<file path="config.mk">
export PLATFORM = sky130hd
export DESIGN_NAME = ring_mode_guard
export DESIGN_NICKNAME = d
export VERILOG_FILES = /design/src/rtl/ring_guard_pkg.sv /design/src/rtl/rg_edge.sv /design/src/rtl/rg_trip.sv /design/src/rtl/rg_sched.sv /design/src/rtl/ring_mode_guard.sv
export SDC_FILE = /design/constraint.sdc
export NUM_CORES = 1
export LEC_CHECK = 0
export ABC_AREA = 1
export BUFFER_PORTS_ARGS = -buffer_cell sky130_fd_sc_hd__buf_2
export CAP_MARGIN = 20
export CORE_MARGIN = 2
export CORE_UTILIZATION = 45
export DETAILED_ROUTE_END_ITERATION = 10
export GPL_TIMING_DRIVEN = 0
export PLACE_DENSITY_LB_ADDON = 0.3
export SYNTH_ARGS = -nofsm -noshare
export SYNTH_HDL_FRONTEND = slang
export SYNTH_SLANG_ARGS = --single-unit
export TNS_END_PERCENT = 1
</file>
<file path="constraint.sdc">
create_clock -name clk -period 2.4 [get_ports clk]
set_clock_uncertainty 0.05 [all_clocks]
set_input_delay 0.12 -clock clk [delete_from_list [all_inputs] [get_ports clk]]
set_output_delay 0.12 -clock clk [all_outputs]
set_load 0.03 [all_outputs]
</file>
<file path="src/rtl/ring_guard_pkg.sv">
// Shared types for the ring sampling mode and protection controller.
// Assumes nothing beyond a single clock domain.
package ring_guard_pkg;
    typedef enum logic {
        SMP_RING = 1'b0,   // sample strobe passed through (offset sampling)
        SMP_DC   = 1'b1    // locally timed pulse, synchronous to phase B
    } smp_mode_t;
endpackage

</file>
<file path="src/rtl/rg_edge.sv">
// Rising-edge detector for N synchronous lines.
// Assumes the inputs are already in the clock domain. Rise is combinational:
// it is high in the first cycle a line reads high after reading low.
module rg_edge #(
    parameter int N = 2
) (
    input  logic         clk,
    input  logic         rst_n,
    input  logic [N-1:0] din,
    output logic [N-1:0] rise
);
    logic [N-1:0] prev_q;

    for (genvar i = 0; i < N; i++) begin : g_line
        // Hold the last sampled level of line i.
        always_ff @(posedge clk) begin
            if (!rst_n) prev_q[i] <= 1'b0;
            else        prev_q[i] <= din[i];
        end
        assign rise[i] = din[i] & ~prev_q[i];
    end
endmodule

</file>
<file path="src/rtl/rg_trip.sv">
// Cycle-by-cycle overcurrent latch.
// It sets on any cycle with the comparator high. It clears only in a cycle
// that starts a primary half cycle while the comparator is low.
// trip_now is the value the latch takes at the coming edge.
module rg_trip (
    input  logic clk,
    input  logic rst_n,
    input  logic ocp_flag,
    input  logic half_start,
    output logic trip_now,
    output logic trip_q
);
    assign trip_now = ocp_flag | (trip_q & ~half_start);

    // Store the trip state across cycles.
    always_ff @(posedge clk) begin
        if (!rst_n) trip_q <= 1'b0;
        else        trip_q <= trip_now;
    end
endmodule

</file>
<file path="src/rtl/rg_sched.sv">
// Sampling mode selection and DC-mode pulse timing.
// At each period start (rising edge of phase B) it latches the mode and the
// saturated delay. It then counts clock ticks from that edge. smp_req is the
// next value of the sample drive before any blanking: in DC mode it is the
// timed window, in ring mode it is the raw strobe.
// Assumes a primary period longer than MAX_STEPS + PW clocks.
module rg_sched
    import ring_guard_pkg::*;
#(
    parameter int DLY_W     = 3,
    parameter int MAX_STEPS = 4,
    parameter int PW        = 1
) (
    input  logic             clk,
    input  logic             rst_n,
    input  logic             period_start,
    input  logic             ring_req,
    input  logic             hook_flag,
    input  logic [DLY_W-1:0] dly_code,
    input  logic             strobe_raw,
    output logic             smp_req
);
    localparam int PH_MAX = MAX_STEPS + PW;
    localparam int PH_W   = $clog2(PH_MAX + 1);
    localparam int DQ_W   = $clog2(MAX_STEPS + 1);

    smp_mode_t        mode_q, mode_now, mode_req;
    logic [DQ_W-1:0]  dly_q, dly_now, dly_sat;
    logic [PH_W-1:0]  phase_q, elapsed;
    logic             in_win;

    // Decode the requested mode and saturate the delay code.
    always_comb begin
        mode_req = (hook_flag || !ring_req) ? SMP_DC : SMP_RING;
        dly_sat  = (int'(dly_code) > MAX_STEPS) ? DQ_W'(MAX_STEPS) : DQ_W'(dly_code);
    end

    // Use the fresh values in the cycle the period starts, the latched ones otherwise.
    always_comb begin
        mode_now = period_start ? mode_req : mode_q;
        dly_now  = period_start ? dly_sat  : dly_q;
        elapsed  = period_start ? '0       : phase_q;
        in_win   = (int'(elapsed) >= int'(dly_now)) && (int'(elapsed) < int'(dly_now) + PW);
        smp_req  = (mode_now == SMP_DC) ? in_win : strobe_raw;
    end

    // Latch mode and delay once per primary period.
    always_ff @(posedge clk) begin
        if (!rst_n) begin
            mode_q <= SMP_DC;
            dly_q  <= '0;
        end else if (period_start) begin
            mode_q <= mode_req;
            dly_q  <= dly_sat;
        end
    end

    // Count ticks since the period start, saturating outside any window.
    always_ff @(posedge clk) begin
        if (!rst_n)                  phase_q <= PH_W'(PH_MAX);
        else if (period_start)       phase_q <= PH_W'(1);
        else if (phase_q != PH_W'(PH_MAX)) phase_q <= phase_q + PH_W'(1);
    end

    // the latched delay never exceeds the saturation limit.
    a_r4_dly_sat: assert property (@(posedge clk) disable iff (!rst_n)
        int'(dly_q) <= MAX_STEPS);

    // the latched mode changes only at an edge that started a period.
    a_r2_mode_hold: assert property (@(posedge clk) disable iff (!rst_n)
        !period_start |=> $stable(mode_q));
endmodule

</file>
<file path="src/rtl/ring_mode_guard.sv">
// Top of the ring sampling mode and protection controller.
// It gates the raw primary drives and the sample drive, applying the enable,
// the latched overcurrent blanking and the drive interlock. The sample drive
// comes from rg_sched. All outputs are registered: one clock of latency.
// Assumes the raw primaries are synchronous to clk and that a period starts
// at each rising edge of phase B.
module ring_mode_guard
    import ring_guard_pkg::*;
#(
    parameter int DLY_W     = 3,
    parameter int MAX_STEPS = 4,
    parameter int PW        = 1
) (
    input  logic             clk,
    input  logic             rst_n,
    input  logic             ring_req,
    input  logic             hook_flag,
    input  logic             ocp_flag,
    input  logic             drv_en,
    input  logic [DLY_W-1:0] dly_code,
    input  logic             pri_a_raw,
    input  logic             pri_b_raw,
    input  logic             strobe_raw,
    output logic             pri_a,
    output logic             pri_b,
    output logic             smp
);
    logic [1:0] rise;
    logic       half_start, period_start;
    logic       trip_now, trip_q;
    logic       smp_req, blank;

    rg_edge #(.N(2)) u_edge (
        .clk  (clk),
        .rst_n(rst_n),
        .din  ({pri_b_raw, pri_a_raw}),
        .rise (rise)
    );

    assign half_start   = |rise;
    assign period_start = rise[1];

    rg_trip u_trip (
        .clk       (clk),
        .rst_n     (rst_n),
        .ocp_flag  (ocp_flag),
        .half_start(half_start),
        .trip_now  (trip_now),
        .trip_q    (trip_q)
    );

    rg_sched #(.DLY_W(DLY_W), .MAX_STEPS(MAX_STEPS), .PW(PW)) u_sched (
        .clk         (clk),
        .rst_n       (rst_n),
        .period_start(period_start),
        .ring_req    (ring_req),
        .hook_flag   (hook_flag),
        .dly_code    (dly_code),
        .strobe_raw  (strobe_raw),
        .smp_req     (smp_req)
    );

    assign blank = trip_now | ~drv_en;

    // Register the gated drives; the interlock drops both phases on overlap.
    always_ff @(posedge clk) begin
        if (!rst_n) begin
            pri_a <= 1'b0;
            pri_b <= 1'b0;
            smp   <= 1'b0;
        end else begin
            pri_a <= ~blank & pri_a_raw & ~pri_b_raw;
            pri_b <= ~blank & pri_b_raw & ~pri_a_raw;
            smp   <= ~blank & smp_req;
        end
    end

    // the two primary phases are never driven together.
    a_r8_interlock: assert property (@(posedge clk) disable iff (!rst_n)
        !(pri_a && pri_b));

    // a low enable turns every output off at the next edge.
    a_r7_enable_off: assert property (@(posedge clk) disable iff (!rst_n)
        !drv_en |=> (!pri_a && !pri_b && !smp));

    // a comparator trip blanks every output at the next edge.
    a_r5_ocp_off: assert property (@(posedge clk) disable iff (!rst_n)
        ocp_flag |=> (!pri_a && !pri_b && !smp));

    // a held trip keeps the outputs dark until a half-cycle start.
    a_r6_trip_hold: assert property (@(posedge clk) disable iff (!rst_n)
        (trip_q && !half_start) |=> (!pri_a && !pri_b && !smp));
endmodule

</file>
=== After elaboration in Yosys (flattened, before gate mapping) ===
Index checks and enable logic that the tools add are counted.

* Order comparisons: 3
* Multiplexer cells: 8
* Bitwise gates (word level): 18
* Equal/unequal tests: 1
* Reduce and logical (&&, ||, !) cells: 6
* Add/subtract/negate cells: 2

{| class="wikitable"
|+ Operator list
! cell !! count
|-
| 4-bit by 32-bit less-than comparator with 1-bit output || 1
|-
| 3-bit two-way mux || 5
|-
| 1-bit bitwise AND || 8
|-
| 1-bit inverter || 8
|-
| 3-bit by 1-bit adder with 4-bit output (second input constant) || 1
|-
| 2-bit OR reduction || 2
|-
| 3-bit by 1-bit adder with 3-bit output (second input constant) || 1
|-
| 3-bit >= comparator || 1
|-
| 3-bit greater-than comparator (second input constant) || 1
|-
| 1-bit two-way mux || 3
|-
| 3-bit != test (second input constant) || 1
|-
| 1-bit OR || 2
|-
| 2-bit nonzero test || 1
|-
| 1-bit logical AND || 1
|-
| 1-bit logical NOT || 1
|-
| 1-bit logical OR || 1
|}

* Register bits after elaboration: 13
* Logic and storage cells: 48
* Output and inout bits: 3
* Input port bits: 12

=== Longest topological paths before layout ===
* Depth in word-level cells: 10
* Mapped depth: 13
* Depth with buffers taken out: 13

=== Modules after synthesis ===
From an unflattened synthesis, not the netlist that was laid out.

* Cell total of the unflattened synthesis: 105
* Area total of the unflattened synthesis: 787.0 um^2

{| class="wikitable"
|+ Modules (own cells, without submodules)
! module !! cells each !! times used !! area each (um^2)
|-
| rg_sched || 74 || 1 || 551.8
|-
| ring_mode_guard || 14 || 1 || 110.1
|-
| rg_edge || 10 || 1 || 75.1
|-
| rg_trip || 7 || 1 || 50.0
|}

=== Worst setup path before layout ===
OpenSTA, ideal clock, no wires.

* Path kind: register -> register
* From: register u_edge.prev_q[1]
* To: register smp
* Slack: 589 ps
* Stages on the path, launching flop included: 14
* Clock period less this slack: 1,811 ps
* Arrival: 1,695 ps
* Data required time: 2,284 ps
* Cells stage by stage: dfxtp_1 > inv_2 > nand2_2 > nand2_1 > nand2_2 > inv_1 > ha_1 > xor2_1 > ha_1 > a21oi_1 > o21ai_0 > nand2_1 > nand2_1 > a21oi_2

* Elaborated cells on any way between the ends: 17
* Those cells by class: add/sub (1); order compare (2); mux (4); bitwise (8); reduce/logical (2)

{| class="wikitable"
|+ RTL lines
! item !! line !! text
|-
| from (decl) || rg_edge.sv:12 || <nowiki>logic [N-1:0] prev_q;</nowiki>
|-
| from (signal, indexed assignment) || rg_edge.sv:18 || <nowiki>else prev_q[i] <= din[i];</nowiki>
|-
| 1-bit inverter * || rg_edge.sv:20 || <nowiki>assign rise[i] = din[i] & ~prev_q[i];</nowiki>
|-
| 1-bit bitwise AND * || rg_edge.sv:20 ||
|-
| 3-bit two-way mux * || -- ||
|-
| via u_sched.dly_now[1] || rg_sched.sv:28 || <nowiki>logic [DQ_W-1:0] dly_q, dly_now, dly_sat;</nowiki>
|-
| 3-bit by 1-bit adder with 4-bit output || rg_sched.sv:43 || <nowiki>in_win = (int'(elapsed) >= int'(dly_now)) && (int'(elapsed) < int'(dly_now) + PW);</nowiki>
|-
| 4-bit by 32-bit less-than comparator with 1-bit output || rg_sched.sv:43 ||
|-
| 1-bit logical AND * || rg_sched.sv:43 ||
|-
| 1-bit two-way mux * || rg_sched.sv:44 || <nowiki>smp_req = (mode_now == SMP_DC) ? in_win : strobe_raw;</nowiki>
|-
| 1-bit bitwise AND * || ring_mode_guard.sv:74 || <nowiki>smp <= ~blank & smp_req;</nowiki>
|-
| to (signal assigned) || ring_mode_guard.sv:74 ||
|-
| to (decl) || ring_mode_guard.sv:26 || <nowiki>output logic smp</nowiki>
|}

The timed path passes the listed nets; every way through them passes the cells marked *.
A chain may end at the register's enable or synchronous reset.

=== Worst setup path after layout ===
Same ends and word-level chain as after synthesis.

==> results.toml <==
[detailed_routing]
vias = 624
via_per_inst = 4.62
drt-pass1-iter-count = 6
wl_mm = 1.34
avgRoutedWirePerCell_um = 9.90
ant_nets = 0
drc = 0
drt-initial-drc-count = 6

[global_route]
grt_use_met3 = 0.0612
grt_most_used_layer = "met2"
antenna_found_initial = 0
use_met2 = 0.312
met1_usage = 0.161
grt_pass1_wl_mm = 2.26
grt_max_degree = 9
track_usage = 0.167
first_global_vias = 578
grt-ovfl-total = 0

[cts]
cts_tree = "yes"
cts_resized = 0
htreeDepth = 1
cts_buffer_depth = 2
cts_sinks = 13
cts_hold_buffers = 1
root_buffer = "clkbuf_4"
clkTransAtPathRegs_ps = 70
clk_latency_ps = 280
cts_buffers = 3
post_cts_buffers = 0

[critical_path]
slowest_delay_ps = 360
critPathKind = "flip-flop to flip-flop"
cp_slowest_cell = "dfxtp_1"
crit_fanout = 8
crit_arrival_ps = 2200
rr_worst_depth = 13
worstPathRequired_ps = 2570
critPathLaunchType = "flip-flop"
crit_path_frequent_cell = "nand2_1"
cp_cell_sequence = "inv_2, nand2_2, nand2_1, nand2_2, inv_1, ha_1, xor2_1, ha_1, a21oi_1, o21ai_0, nand2_1, nand2_1, a21oi_2"
endpoint_kind = "flip-flop"

[power]
irDropWorstVdd_v = 0.000385
power_density_nw_per_um2 = 580
power.leakage_uw = 0.000485

[run_status]
status = "completed"

[logic_synthesis]
synth_area_leader_cell = "dfxtp_1"
synth_seq_cells = 13
synth_cells = 100
ys_warn_count = 0
synthTopCellsByArea = "dfxtp_1 36%, ha_1 16%, inv_1 11%, nand2_1 11%, nor2_1 4.1%"
synth_edf_count = 0
synth_top_cells_by_count = "22 x inv_1, 21 x nand2_1, 13 x dfxtp_1, 9 x ha_1, 8 x nor2_1"
syn_area_per_cell_sq_um = 7.26
syn_area_sq_um = 726
synth_top_area_share = 0.359
ys.flop_type = "dfxtp_1"
async_flop_share = 0
synth.distinct_cells = 19
ys_seq_area_frac = 0.359
synth_fp_nets = 121
yosysMostFrequentCell = "inv_1"

[timing]
tns_ps = 0
period_minus_slack_ps = 2020
slew_violations = 0
rsz0062_at_grt = "no"
fin_crit_sh = 0.844
finalHoldViolCount = 0
worstMarginPinSlew_ps = 221
fmax_mhz = 494
slew_headroom = 0.853
setup_viol = 0

[cells_and_area]
diodes = 0
final_util = 0.566
area_delta_synth_final_pct = 17.4
layout-drive-gt1-share = 0.227
nFillCells = 150
nets = 141
seqCellArea_sq_um = 260
multi_input_area_sq_um = 379

[floorplan]
start_util = 0.482
die_y_um = 44.2
boundaryPins = 15
num_rows = 14
die_w_um = 44.2
die_area_sq_um = 1950
core-area_sq_um = 1510

[placement]
port_buffers = 14
gp_congestion = 0.709
hpwlAfterDp_mm = 1.04

[worst_hold_path]
min_path_type = "input port to flip-flop"
holdPathStages = 2

[job]
drv_cap = 0
final timing paths:
| kind | start | end | slack, ps |
|---|---|---|---|
| hold reg to reg | u_sched.phase_q[0] | u_sched.phase_q[0] | 500 |
| hold / removal | rst_n | u_sched.mode_q | 10 |
| setup reg to reg | u_edge.prev_q[1] | smp | 380 |
| setup / recovery | u_edge.prev_q[1] | smp | 380 |
worst max-delay path, delay by kind of cell (launching register included):
| kind | cells | cell delay (ps) |
|---|---|---|
| adder cells (fa/ha/maj) | 2 | 470 |
| XOR/XNOR | 1 | 170 |
| flip-flops | 1 | 360 |
| buffers and inverters | 2 | 100 |
| AO/OA/AOI/OAI | 3 | 330 |
| AND/OR/NAND/NOR | 5 | 480 |
cells in the final DEF, fill, tap and decap left out:
cell type / n
ha_1: 9
a21oi_1: 4
buf_2: 14
or2_2: 1
dlygate4sd3_1: 1
nand2_1: 21
nor2_1: 8
nor3_1: 2
a21oi_2: 1
o21ai_1: 1
inv_1: 22
o21bai_1: 1
o21ai_2: 1
nand3_1: 4
xor2_1: 1
nand2_2: 3
inv_2: 1
clkbuf_1: 1
o21ai_0: 4
nand2_4: 1
clkbuf_4: 3
dfxtp_1: 13
nor2_2: 2
metal layers:
| metal | part of all wire | wire (um) |
|---|---|---|
| met1 | 0.40 | 540 |
| met2 | 0.51 | 682 |
| met3 | 0.062 | 83 |
| met4 | 0.022 | 30 |
| met5 | 0 | 0 |
through the flow:
stage	worst slack [ps]	power, uW	hold slack [ps]	instance area (sq um)	std cells
final	375	494	11.9	852	135
after global routing	180	528	14.0	852	135
after floorplan	589	332	139	726	100
after detailed placement	403	364	300	816	130
after global placement	426	359	276	816	130
after CTS	379	500	10.2	852	135
kinds of logic (layout without fill, tap and decap cells):
logic type	after synthesis	count (layout)	synth area share
flops	13	13	0.359
buf+inv	23	42	0.119
fa+ha+maj	9	9	0.155
compound gates	12	12	0.0966
simple gates	42	42	0.259
xor+xnor	1	1	0.0121
layout make-up:
class                   count  area share
multi-input cells          64       0.445
clock buffers               4      0.0308
inverters                  23       0.101
flip-flops and latches     13       0.305
well taps                  16      0.0235
repair buffers             15      0.0940
where the power goes:
| group | internal (uW) | switching [uW] |
|---|---|---|
| combinational | 49.2 | 71.8 |
| clock | 64.6 | 70.7 |
| sequential | 230 | 8.17 |
state kept, by name (all words and copies together) (netlist names):
register / flops
u_trip.trip_q: 1
pri_a: 1
u_sched.phase_q: 3
smp: 1
u_edge.prev_q: 2
u_sched.mode_q: 1
u_sched.dly_q: 3
pri_b: 1
(Power assumes the default switching activity.)
